[src/rtl/trit_pkg.sv]
package trit_pkg;

    localparam int TRIT_W  = 2;
    localparam int FSEL_W  = 4;
    localparam int FN_USED = 10;
    localparam int SUM_W   = 3;

    typedef logic [TRIT_W-1:0] trit_t;

    localparam trit_t T_ZERO = 2'b00;
    localparam trit_t T_ONE  = 2'b01;
    localparam trit_t T_TWO  = 2'b10;
    localparam trit_t T_BAD  = 2'b11;

    typedef enum logic [FSEL_W-1:0] {
        FN_INV  = 4'd0,
        FN_LIT0 = 4'd1,
        FN_LIT1 = 4'd2,
        FN_LIT2 = 4'd3,
        FN_NMAX = 4'd4,
        FN_NMIN = 4'd5,
        FN_MUL  = 4'd6,
        FN_MULC = 4'd7,
        FN_MUX2 = 4'd8,
        FN_MUX3 = 4'd9
    } fn_e;

    typedef struct packed {
        trit_t res;
        trit_t carry;
        logic  err;
    } fu_out_t;

    function automatic logic t_legal(input trit_t x);
        return x != T_BAD;
    endfunction

    function automatic trit_t t_inv(input trit_t x);
        return T_TWO - x;
    endfunction

    function automatic trit_t t_max(input trit_t x, input trit_t y);
        return (x > y) ? x : y;
    endfunction

    function automatic trit_t t_min(input trit_t x, input trit_t y);
        return (x < y) ? x : y;
    endfunction

    function automatic trit_t t_lit(input trit_t x, input trit_t k);
        return (x == k) ? T_TWO : T_ZERO;
    endfunction

    // Split a small binary sum (0..6) into low trit and carry trit.
    function automatic fu_out_t t_split(input logic [SUM_W-1:0] s);
        fu_out_t o;
        o.err = 1'b0;
        case (s)
            3'd0:    begin o.res = T_ZERO; o.carry = T_ZERO; end
            3'd1:    begin o.res = T_ONE;  o.carry = T_ZERO; end
            3'd2:    begin o.res = T_TWO;  o.carry = T_ZERO; end
            3'd3:    begin o.res = T_ZERO; o.carry = T_ONE;  end
            3'd4:    begin o.res = T_ONE;  o.carry = T_ONE;  end
            3'd5:    begin o.res = T_TWO;  o.carry = T_ONE;  end
            3'd6:    begin o.res = T_ZERO; o.carry = T_TWO;  end
            default: begin o.res = T_ZERO; o.carry = T_ZERO; end
        endcase
        return o;
    endfunction

endpackage

[src/rtl/trit_validate.sv]
module trit_validate
    import trit_pkg::*;
#(
    parameter int N_TRITS = 5
) (
    input  logic [N_TRITS*TRIT_W-1:0] trits,
    output logic                      any_bad
);
    logic [N_TRITS-1:0] bad_vec;

    for (genvar i = 0; i < N_TRITS; i++) begin : g_chk
        assign bad_vec[i] = !t_legal(trits[i*TRIT_W +: TRIT_W]);
    end

    assign any_bad = |bad_vec;
endmodule

[src/rtl/trit_gates.sv]
module trit_gates
    import trit_pkg::*;
(
    input  logic [FSEL_W-1:0] fsel,
    input  trit_t             a,
    input  trit_t             b,
    output trit_t             y
);
    always_comb begin
        case (fn_e'(fsel))
            FN_INV:  y = t_inv(a);
            FN_LIT0: y = t_lit(a, T_ZERO);
            FN_LIT1: y = t_lit(a, T_ONE);
            FN_LIT2: y = t_lit(a, T_TWO);
            FN_NMAX: y = t_inv(t_max(a, b));
            FN_NMIN: y = t_inv(t_min(a, b));
            default: y = T_ZERO;
        endcase
    end
endmodule

[src/rtl/trit_mul.sv]
module trit_mul
    import trit_pkg::*;
(
    input  trit_t   a,
    input  trit_t   b,
    input  trit_t   cin,
    input  logic    use_cin,
    output fu_out_t y
);
    logic [SUM_W-1:0] prod;
    logic [SUM_W-1:0] sum;

    always_comb begin
        prod = SUM_W'({1'b0, a} * {1'b0, b});
        sum  = prod + (use_cin ? SUM_W'(cin) : SUM_W'(0));
        y    = t_split(sum);
    end
endmodule

[src/rtl/trit_mux.sv]
module trit_mux
    import trit_pkg::*;
(
    input  trit_t a,
    input  trit_t b,
    input  trit_t c,
    input  trit_t sel,
    input  logic  three_way,
    output trit_t y
);
    always_comb begin
        case (sel)
            T_ZERO:  y = a;
            T_ONE:   y = b;
            T_TWO:   y = three_way ? c : b;
            default: y = T_ZERO;
        endcase
    end
endmodule

[src/rtl/trit_fu.sv]
module trit_fu
    import trit_pkg::*;
(
    input  logic              clk,
    input  logic              rst,
    input  logic [FSEL_W-1:0] fsel,
    input  logic [TRIT_W-1:0] in_a,
    input  logic [TRIT_W-1:0] in_b,
    input  logic [TRIT_W-1:0] in_c,
    input  logic [TRIT_W-1:0] cin,
    input  logic [TRIT_W-1:0] msel,
    output logic [TRIT_W-1:0] res,
    output logic [TRIT_W-1:0] carry,
    output logic              err
);
    localparam int N_OPS = 5;

    logic    trit_bad;
    logic    fn_bad;
    trit_t   gate_y;
    trit_t   mux_y;
    fu_out_t mul_y;
    fu_out_t nxt;
    fu_out_t q;

    trit_validate #(.N_TRITS(N_OPS)) u_val (
        .trits   ({in_a, in_b, in_c, cin, msel}),
        .any_bad (trit_bad)
    );

    trit_gates u_gates (
        .fsel (fsel),
        .a    (in_a),
        .b    (in_b),
        .y    (gate_y)
    );

    trit_mul u_mul (
        .a       (in_a),
        .b       (in_b),
        .cin     (cin),
        .use_cin (fsel == FN_MULC),
        .y       (mul_y)
    );

    trit_mux u_mux (
        .a         (in_a),
        .b         (in_b),
        .c         (in_c),
        .sel       (msel),
        .three_way (fsel == FN_MUX3),
        .y         (mux_y)
    );

    assign fn_bad = (fsel >= FSEL_W'(FN_USED));

    always_comb begin
        nxt = '0;
        if (trit_bad || fn_bad) begin
            nxt.err = 1'b1;
        end else begin
            case (fn_e'(fsel))
                FN_MUL, FN_MULC:  nxt = mul_y;
                FN_MUX2, FN_MUX3: nxt.res = mux_y;
                default:          nxt.res = gate_y;
            endcase
        end
    end

    always_ff @(posedge clk) begin
        if (rst) q <= '0;
        else     q <= nxt;
    end

    assign res   = q.res;
    assign carry = q.carry;
    assign err   = q.err;
endmodule

[config.mk]
export PLATFORM = sky130hd
export DESIGN_NAME = trit_fu
export DESIGN_NICKNAME = d
export VERILOG_FILES = /design/src/rtl/trit_pkg.sv /design/src/rtl/trit_validate.sv /design/src/rtl/trit_gates.sv /design/src/rtl/trit_mul.sv /design/src/rtl/trit_mux.sv /design/src/rtl/trit_fu.sv
export SDC_FILE = /design/constraint.sdc
export NUM_CORES = 1
export LEC_CHECK = 0
export BUFFER_PORTS_ARGS = -buffer_cell sky130_fd_sc_hd__buf_4
export CAP_MARGIN = 40
export CORE_MARGIN = 8
export CORE_UTILIZATION = 45
export CTS_CLUSTER_SIZE = 10
export DETAILED_ROUTE_END_ITERATION = 7
export PLACE_DENSITY = 0.7
export SETUP_SLACK_MARGIN = 0.4
export SYNTH_ARGS = -nofsm -noshare
export SYNTH_HDL_FRONTEND = slang
export SYNTH_SLANG_ARGS = --single-unit
[constraint.sdc]
create_clock -name clk -period 3.2 [get_ports clk]
set_input_delay 0.16 -clock clk [delete_from_list [all_inputs] [get_ports clk]]
set_output_delay 0.16 -clock clk [all_outputs]
set_load 0.01 [all_outputs]
# Yosys cells after proc, flatten, opt, wreduce, memory -nomap -nowiden
# Cells that the tools add are included.
[op_classes]
n_addsub = 4
multipliers = 1
order_cmp = 3
n_eq_ne = 24
mux = 12
bitwise_logic = 1
reduce_logical = 14
[op_table]
columns = ["operator", "count"]
rows = [
  ["one-hot mux 4 bit (6 select lines)", 1],
  ["== test 4 x 3 -> 1 bit (second input constant)", 4],
  ["two-way mux 2 bit", 7],
  ["one-hot mux 2 bit (6 select lines)", 1],
  ["!= test 2 bit (second input constant)", 5],
  ["== test 3 bit (second input constant)", 3],
  ["== test 4 x 2 -> 1 bit (second input constant)", 2],
  ["== test 4 bit (second input constant)", 2],
  ["== test 3 x 2 -> 1 bit (second input constant)", 2],
  ["one-hot mux 2 bit (3 select lines)", 1],
  ["OR reduction 2 bit", 3],
  ["subtractor 2 bit (first input constant)", 3],
  ["logical NOT 1 bit", 5],
  ["OR reduction 5 bit", 1],
  ["== test 2 x 1 -> 1 bit (second input constant)", 2],
  ["== test 2 bit (second input constant)", 2],
  ["== test 4 x 1 -> 1 bit (second input constant)", 1],
  [">= comparator 4 bit (second input constant)", 1],
  ["logical NOT 2 bit", 2],
  ["logical NOT 4 bit", 1],
  ["one-hot mux 2 bit (2 select lines)", 1],
  ["adder 3 bit", 1],
  ["== test 3 x 1 -> 1 bit (second input constant)", 1],
  ["multiplier 2 x 2 -> 3 bit", 1],
  ["other kinds (6)", 6],
]
[word_totals]
reg_bits = 5
wordCells = 62

# Depth between registers and ports, before layout
# Gate-level depths: netlist (run 1).
[depth]
depth_word = 6
mapped_depth = 11
depth_no_buf = 10

# By module
# Synthesis (run 1) repeated with hierarchy kept, for this count alone.
[unflattened]
cells_unflattened = 93
area_unflattened_um2 = 745.7
[modules_own_cells]
columns = ["module", "instances", "cells_per_inst", "area_per_inst_um2", "seq_area_each_um2"]
rows = [
  ["trit_gates", 1, 33, 247.7, 0.0],
  ["trit_fu", 1, 25, 232.7, 100.1],
  ["trit_mul", 1, 22, 178.9, 0.0],
  ["trit_mux", 1, 10, 65.1, 0.0],
  ["trit_validate", 1, 3, 21.3, 0.0],
]

# Worst setup path after synthesis (run 1)
# Ideal clock, no wire load.
[synth_timing]
path_type = "input -> register"
from = "input fsel[1]"
to = "register q (netlist bit res[1])"
t_arrival_ns = 2.533
path_slack_ns = 0.553
stages = 11
path_cell_list = "clkbuf_1 -> and3b_1 -> nand3_1 -> fa_1 -> inv_1 -> ha_1 -> xor2_1 -> xnor2_1 -> nor4b_1 -> or4_1 -> o21ba_1"
[synth_via]
elab_chain_len = 6
elab_cells_between_ends = 28
[synth_lines]
columns = ["item", "line_no", "text"]
rows = [
  ["start, declared", "trit_fu.sv:6", "input logic [FSEL_W-1:0] fsel,"],
  ["== test 4 x 3 -> 1 bit", "trit_fu.sv:42, trit_fu.sv:62", ""],
  ["two-way mux 2 bit", "trit_mul.sv:15", "sum = prod + (use_cin ? SUM_W'(cin) : SUM_W'(0));"],
  ["adder 3 bit", "trit_mul.sv:15", ""],
  ["== test 3 bit, or another cell as far along", "trit_pkg.sv:58", "case (s)"],
  ["one-hot mux 4 bit (6 select lines)", "trit_pkg.sv:58", ""],
  ["one-hot mux 2 bit (2 select lines)", "trit_fu.sv:62", "case (fn_e'(fsel))"],
  ["end signal, assigned", "trit_fu.sv:72", "else q <= nxt;"],
  ["end, declared", "trit_fu.sv:24", "fu_out_t q;"],
]
# Several ways; a longest one is shown, not always the timed one.
# A chain may end at the register's enable or synchronous reset.

# Worst setup path in the final report (run 1)
[layout_timing]
from = "input fsel[3]"
to = "register q (netlist bit res[1])"
# The elaborated chain is that of the path after synthesis.

==> summary.txt, run 1 <==
Power and ir drop
  – Part of the power in registers: 0.282
  – Total Power: 229 µW
  – Worst VDD drop: 0.149 mV
  – Combinational share of power: 0.395
  – LEAKAGE: 0.447 nW
  – NetSw: 75.3 µW
  – Internal power: 154 µW
  – Clock power share: 0.324
  – P per Cell Area: 244 nW/µm²
  – Net Sw Frac: 0.329

Clock network
  – Resize count post-CTS: 0
  – CTS tree: done
  – Sink Count: 5
  – Clock-pin slew on the worst setup and hold paths: 0.04 ns
  – CTS buffer count: 3
  – Post-CTS setup buffer count: 0
  – Clock Tree Buf Depth: 2
  – Root Driver: clkbuf_4
  – # hold bufs at CTS: 0
  – H-tree level count: 1

Synth
  – Seq/Total Area, Yosys: 0.133
  – Top post-synthesis cells by area: ha_1 18%, dfxtp_1 13%, nand3b_1 6.0%
  – Simple-gate share of the synthesized area: 0.350
  – Top_reg_cell synth: dfxtp_1
  – Post-synth EDFFs: 0
  – Post-synthesis xor/xnor area fraction: 0.0348
  – Synth Area in Adders: 0.209
  – Synth warn: 0
  – Area leader, netlist: ha_1
  – Post-synthesis cell type count: 40
  – Mapped Cells: 92
  – Average cell area after synthesis: 8.20 µm²
  – Post-synthesis compound-gate area fraction: 0.177
  – Synth async-reset ratio: 0
  – Synth Cell Area: 754 µm²
  – Synthesized net count: 120
  – Mux cell area share after synthesis: 0.0564
  – #FFs+latches synth: 5
  – Synth top area share: 0.182
  – Main combinational cell family by area after synthesis: simple AND/OR/NAND/NOR gates

Setup path
  – Critical-path cell list: buf_4 -> and3b_1 -> nand3_1 -> fa_1 -> inv_1 -> ha_1 -> xor2_1 -> xnor2_1 -> nor4b_1 -> or4_1 -> o21ba_1
  – Worst EP required: 3.34 ns
  – CP max FO: 8
  – Worst path max stage delay: 0.50 ns
  – Slowest cell on the critical path: or4_1
  – Startpoint type of the worst setup path: primary input
  – Setup CP Type: in -> reg
  – Arr. time, crit path: 2.61 ns
  – Critical Path End Type: register

Final layout
  – Share of post-route cells with drive strength above 1: 0.265
  – N_diodes: 0
  – Synth-to-Final Area Change: 24.5%
  – Nets: 142
  – Most frequent cells in the layout: 20 x buf_4, 11 x ha_1, 6 x nand3b_1, 6 x nand2_1
  – Most common library cell in the layout ignoring fill and taps: buf_4
  – Non-Filler Instances: 129
  – Fin util: 0.610
  – Fillers: 156
  – Post-route cell area: 940 µm²

Drt
  – DRT Wirelength: 2.02 mm
  – DR pass1 iterations: 4
  – DRT iter0 DRCs: 19
  – Antenna-violating nets left: 0
  – Avg WL per Cell: 15.6 µm
  – Post-route DRC: 0
  – Vias: 765
  – Post-DR vias/cell: 5.93

Global route
  – First-pass GRT wire length: 3.51 mm
  – Largest net degree at the start of global routing: 17
  – Vias in the first global route: 772
  – Grt total ovfl: 0
  – GRT Overall Usage: 0.129
  – Initial antenna violation count: 0

Die
  – Initial Util: 0.489
  – IO Count: 21
  – Die width: 56.9 µm
  – # rows: 14
  – Die Ht: 56.9 µm
  – Die ar.: 3240 µm²
  – Core area: 1540 µm²

Timing
  – Worst-Margin Slew: 0.433 ns
  – Slew HR: 0.711
  – Crit share post-route: 0.773
  – F_max: 404 MHz
  – Max-slew violations: 0
  – Final min period: 2.47 ns
  – Endpoints failing setup: 0
  – TNS Setup: 0 ns
  – Final hold violation count: 0
  – RSZ-0062 raised after global routing: false

Outcome
  – Status: complete, no violations

Place
  – Dpl cells: 125
  – GPL Wtd Cong: 0.827
  – Post-DP Area: 913 µm²
  – Post-DP HPWL: 1.65 mm
  – Port bufs: 20

Min path
  – Worst Hold Class: in -> reg

Flow run
  – Max-cap violations: 0
[worst paths after layout]
check	from	to	slack, ns	cells past startpoint
setup / recovery	fsel[3]	res[1]$_SDFF_PP0_	0.73	11
hold / removal	rst	err$_SDFF_PP0_	0.08	2
[power by group through the flow]
| stage | clock network, mW | logic (mW) | registers (mW) |
|---|---|---|---|
| 3_3_place_gp | 0 | 0.0868 | 0.0655 |
| 2_1_floorplan | 0 | 0.0527 | 0.0663 |
| 5_1_grt | 0.0812 | 0.101 | 0.0644 |
| 4_1_cts | 0.0750 | 0.0904 | 0.0644 |
| 6_report | 0.0742 | 0.0903 | 0.0645 |
| 3_5_place_dp | 0 | 0.0901 | 0.0656 |
[metrics by stage]
step | worst slack (ns) | hold slack, ns
final | 0.727 | 0.0848
after global routing | 0.598 | 0.0742
after CTS | 0.721 | 0.0853
after detailed placement | 0.452 | 0.338
after global placement | 0.545 | 0.337
after floorplan | 0.553 | 0.229
[synthesized netlist by cell type, drive strengths merged (2+ instances only)]
cell,n
ha,11
nand2,6
nand3b,6
dfxtp,5
inv,5
nor2,5
a21oi,4
and3,3
and3b,3
clkbuf,3
nor4b,3
a31oi,2
mux2,2
mux2i,2
nand3,2
nor3,2
nor4,2
o211ai,2
o21ai,2
or3,2
xor2,2
[final cells by class]
class	count	area, µm²	share of cell area
Timing Repair Buffer	20	150	0.160
Inverter	5	18.8	0.0200
Sequential cell	5	100	0.107
Clock buffer	4	26.3	0.0280
Tap cell	16	20.0	0.0213
Multi-Input combinational cell	79	624	0.664
[worst max-delay path: cells and delay by family]
kind	cells	cell delay [ns]
AO/OA/AOI/OAI	1	0.17
XOR/XNOR	2	0.51
adder cells (fa/ha/maj)	2	0.68
buffers and inverters	2	0.17
AND/OR/NAND/NOR	4	0.89
[kinds of logic after synthesis]
kind of cell	Yosys count
AOI/OAI and AO/OA	19
xor gates and xnor gates	3
adders and majority gates	12
buffers and inverters	8
DFF	5
muxes	4
and+or+nand+nor	41
[state kept, by name, indices dropped and copies added, names as in the netlist]
name	count
carry	2
res	2
err	1
[routing by layer]
layer	vias to the layer above	track usage	wire (µm)
li1	386	-	-
met1	357	0.160	907
met2	20	0.212	997
met3	2	0.0265	88
met4	0	0.0470	23
met5	-	0	0
Power figures use the tool's default switching activity.
==> run 2, diff against run 1 <==
- clock period: 3.2 -> 2.58 ns (I/O delays scaled with it)
==> run 2 against run 1 <==
Via count grew 2.4%; core utilization grew 2.4 points; worst setup slack lost 0.40 ns; largest cell class unchanged; sequential power grew 24%; largest power group unchanged; first-iteration DRC count is the same; worst hold slack lost 0.022 ns; sequential cell count is the same; total power grew 26%; global-route usage shrank 0.52 points; cell count grew 1.6%.
==> summary.txt, run 2 (synthesized netlist as in run 1, its figures left out) <==
Final layout
  – Non-Filler Instances: 131 (was 129)
  – Area of the multi-input gates: 646 µm² (was 624 µm²)
  – N_diodes: 0 (unchanged)
  – Reg area: 100 µm² (unchanged)
  – Most frequent cells in the layout: 22 x buf_4, 10 x ha_1, 6 x nand3b_1, 6 x nand2_1 (was 20 x buf_4, 11 x ha_1, 6 x nand3b_1, 6 x nand2_1)
  – Post-route cell area: 976 µm² (was 940 µm²)
  – Most common library cell in the layout ignoring fill and taps: buf_4 (unchanged)
  – Fillers: 146 (was 156)
  – Nets: 144 (was 142)
  – Share of post-route cells with drive strength above 1: 0.313 (was 0.265)
  – Synth-to-Final Area Change: 29.4% (was 24.5%)
  – Fin util: 0.633 (was 0.610)

Min path
  – Worst Hold Class: in -> reg (unchanged)

Clock network
  – Clock Tree Buf Depth: 2 (unchanged)
  – Sink Count: 5 (unchanged)
  – CTS buffer count: 3 (unchanged)
  – # hold bufs at CTS: 0 (unchanged)
  – Clock-pin slew on the worst setup and hold paths: 0.04 ns (about the same)
  – Root Driver: clkbuf_4 (unchanged)
  – H-tree level count: 1 (unchanged)
  – CTS tree: done (unchanged)

Drt
  – Vias: 783 (was 765)
  – DRT Wirelength: 1.95 mm (was 2.02 mm)
  – Avg WL per Cell: 14.9 µm (was 15.6 µm)
  – Post-DR vias/cell: 5.98 (was 5.93)
  – DR pass1 iterations: 6 (was 4)
  – Antenna-violating nets left: 0 (unchanged)
  – Post-route DRC: 0 (unchanged)
  – DRT iter0 DRCs: 19 (unchanged)

Timing
  – Endpoints failing setup: 0 (unchanged)
  – Final hold violation count: 0 (unchanged)
  – Crit share post-route: 0.873
  – Final min period: 2.25 ns
  – TNS Setup: 0 ns (unchanged)
  – Worst-Margin Slew: 0.435 ns (was 0.433 ns)
  – RSZ-0062 raised after global routing: true (was false)
  – Max-slew violations: 0 (unchanged)
  – Slew HR: 0.709 (was 0.711)
  – F_max: 444 MHz

Power and ir drop
  – Part of the power in registers: 0.278 (was 0.282)
  – LEAKAGE: 0.461 nW (was 0.447 nW)
  – Worst VDD drop: 0.165 mV (was 0.149 mV)
  – P per Cell Area: 295 nW/µm² (was 244 nW/µm²)
  – NetSw: 91.1 µW (was 75.3 µW)
  – Internal power: 196 µW (was 154 µW)
  – Clock power share: 0.306 (was 0.324)
  – Combinational share of power: 0.416 (was 0.395)
  – Net Sw Frac: 0.317 (was 0.329)

Place
  – Dpl cells: 126 (was 125)
  – Post-DP Area: 938 µm² (was 913 µm²)
  – GPL Wtd Cong: 0.823 (was 0.827)
  – Post-DP HPWL: 1.58 mm (was 1.65 mm)
  – Port bufs: 20 (unchanged)

Die
  – IO Count: 21 (unchanged)
  – Initial Util: 0.489 (unchanged)
  – # rows: 14 (unchanged)
  – Die Ht: 56.9 µm (unchanged)
  – Core area: 1540 µm² (unchanged)
  – Die width: 56.9 µm (unchanged)
  – Die ar.: 3240 µm² (unchanged)

Global route
  – Largest net degree at the start of global routing: 17 (unchanged)
  – Vias in the first global route: 805 (was 772)
  – First-pass GRT wire length: 3.43 mm (was 3.51 mm)
  – Initial antenna violation count: 0 (unchanged)
  – Grt total ovfl: 0 (unchanged)
  – GRT Overall Usage: 0.124 (was 0.129)

Outcome
  – Status: complete, no violations (unchanged)

Setup path
  – Setup CP Type: in -> reg (unchanged)
  – Worst EP required: 2.71 ns (was 3.34 ns)
  – Arr. time, crit path: 2.38 ns (was 2.61 ns)
  – Critical Path End Type: register (unchanged)
  – Startpoint type of the worst setup path: primary input (unchanged)
  – CP max FO: 8 (unchanged)

Flow run
  – Max-cap violations: 0 (unchanged)
run 2: repair_timing:
action / CTS / global route
cloned: 0 / 0
gates resized for setup: 0 / 1
endpoints found under the hold margin: 0 / 0
setup buffers: 1 / 0
endpoints found under the setup margin: 1 / 1
pin swaps: 2 / 0
run 2: layout make-up:
cell class	count	area share
clock buffer	4	0.0269
inverter	5	0.0192
multi-input combinational	79	0.662
sequential	5	0.103
tap	16	0.0205
timing repair buffer	22	0.169
run 2: power by group through the flow:
stage,registers [mW],clock network (mW),logic [mW]
final,0.0799,0.0880,0.120
after global routing,0.0797,0.100,0.133
after CTS,0.0798,0.0893,0.118
after detailed placement,0.0812,0,0.115
after global placement,0.0812,0,0.113
after floorplan,0.0822,0,0.0694
run 2: final timing paths:
| check | slack [ns] | endpoint | start | cells past startpoint |
|---|---|---|---|---|
| worst min-delay path | 0.06 | err$_SDFF_PP0_ | rst | 2 |
| worst max-delay path | 0.33 | res[1]$_SDFF_PP0_ | fsel[3] | 11 |
run 2: metrics by stage:
| step | setup slack (ns) | hold WS, ns | total power, mW |
|---|---|---|---|
| CTS | 0.342 | 0.0652 | 0.287 |
| floorplan | 0.170 | 0.198 | 0.152 |
| finish | 0.329 | 0.0631 | 0.288 |
| detailed placement | 0.0754 | 0.310 | 0.196 |
| global route | 0.264 | 0.0581 | 0.313 |
| global placement | 0.126 | 0.300 | 0.195 |
run 2: routing by layer:
| layer | up-vias | GRT usage | routed length (µm) |
|---|---|---|---|
| met1 | 366 | 0.152 | 938 |
| met5 | - | 0 | 0 |
| met3 | 4 | 0.0398 | 115 |
| met4 | 0 | 0.0369 | 27 |
| met2 | 24 | 0.200 | 872 |
| li1 | 389 | - | - |
run 2: worst max-delay path: stages:
cell and delay, ns:
buf_4 0.13, and3b_1 0.22, nand3_1 0.08, fa_1 0.48
inv_1 0.04, ha_2 0.17, xor2_2 0.16, xnor2_2 0.15
and3_1 0.17, or4_4 0.46, o21ba_1 0.17
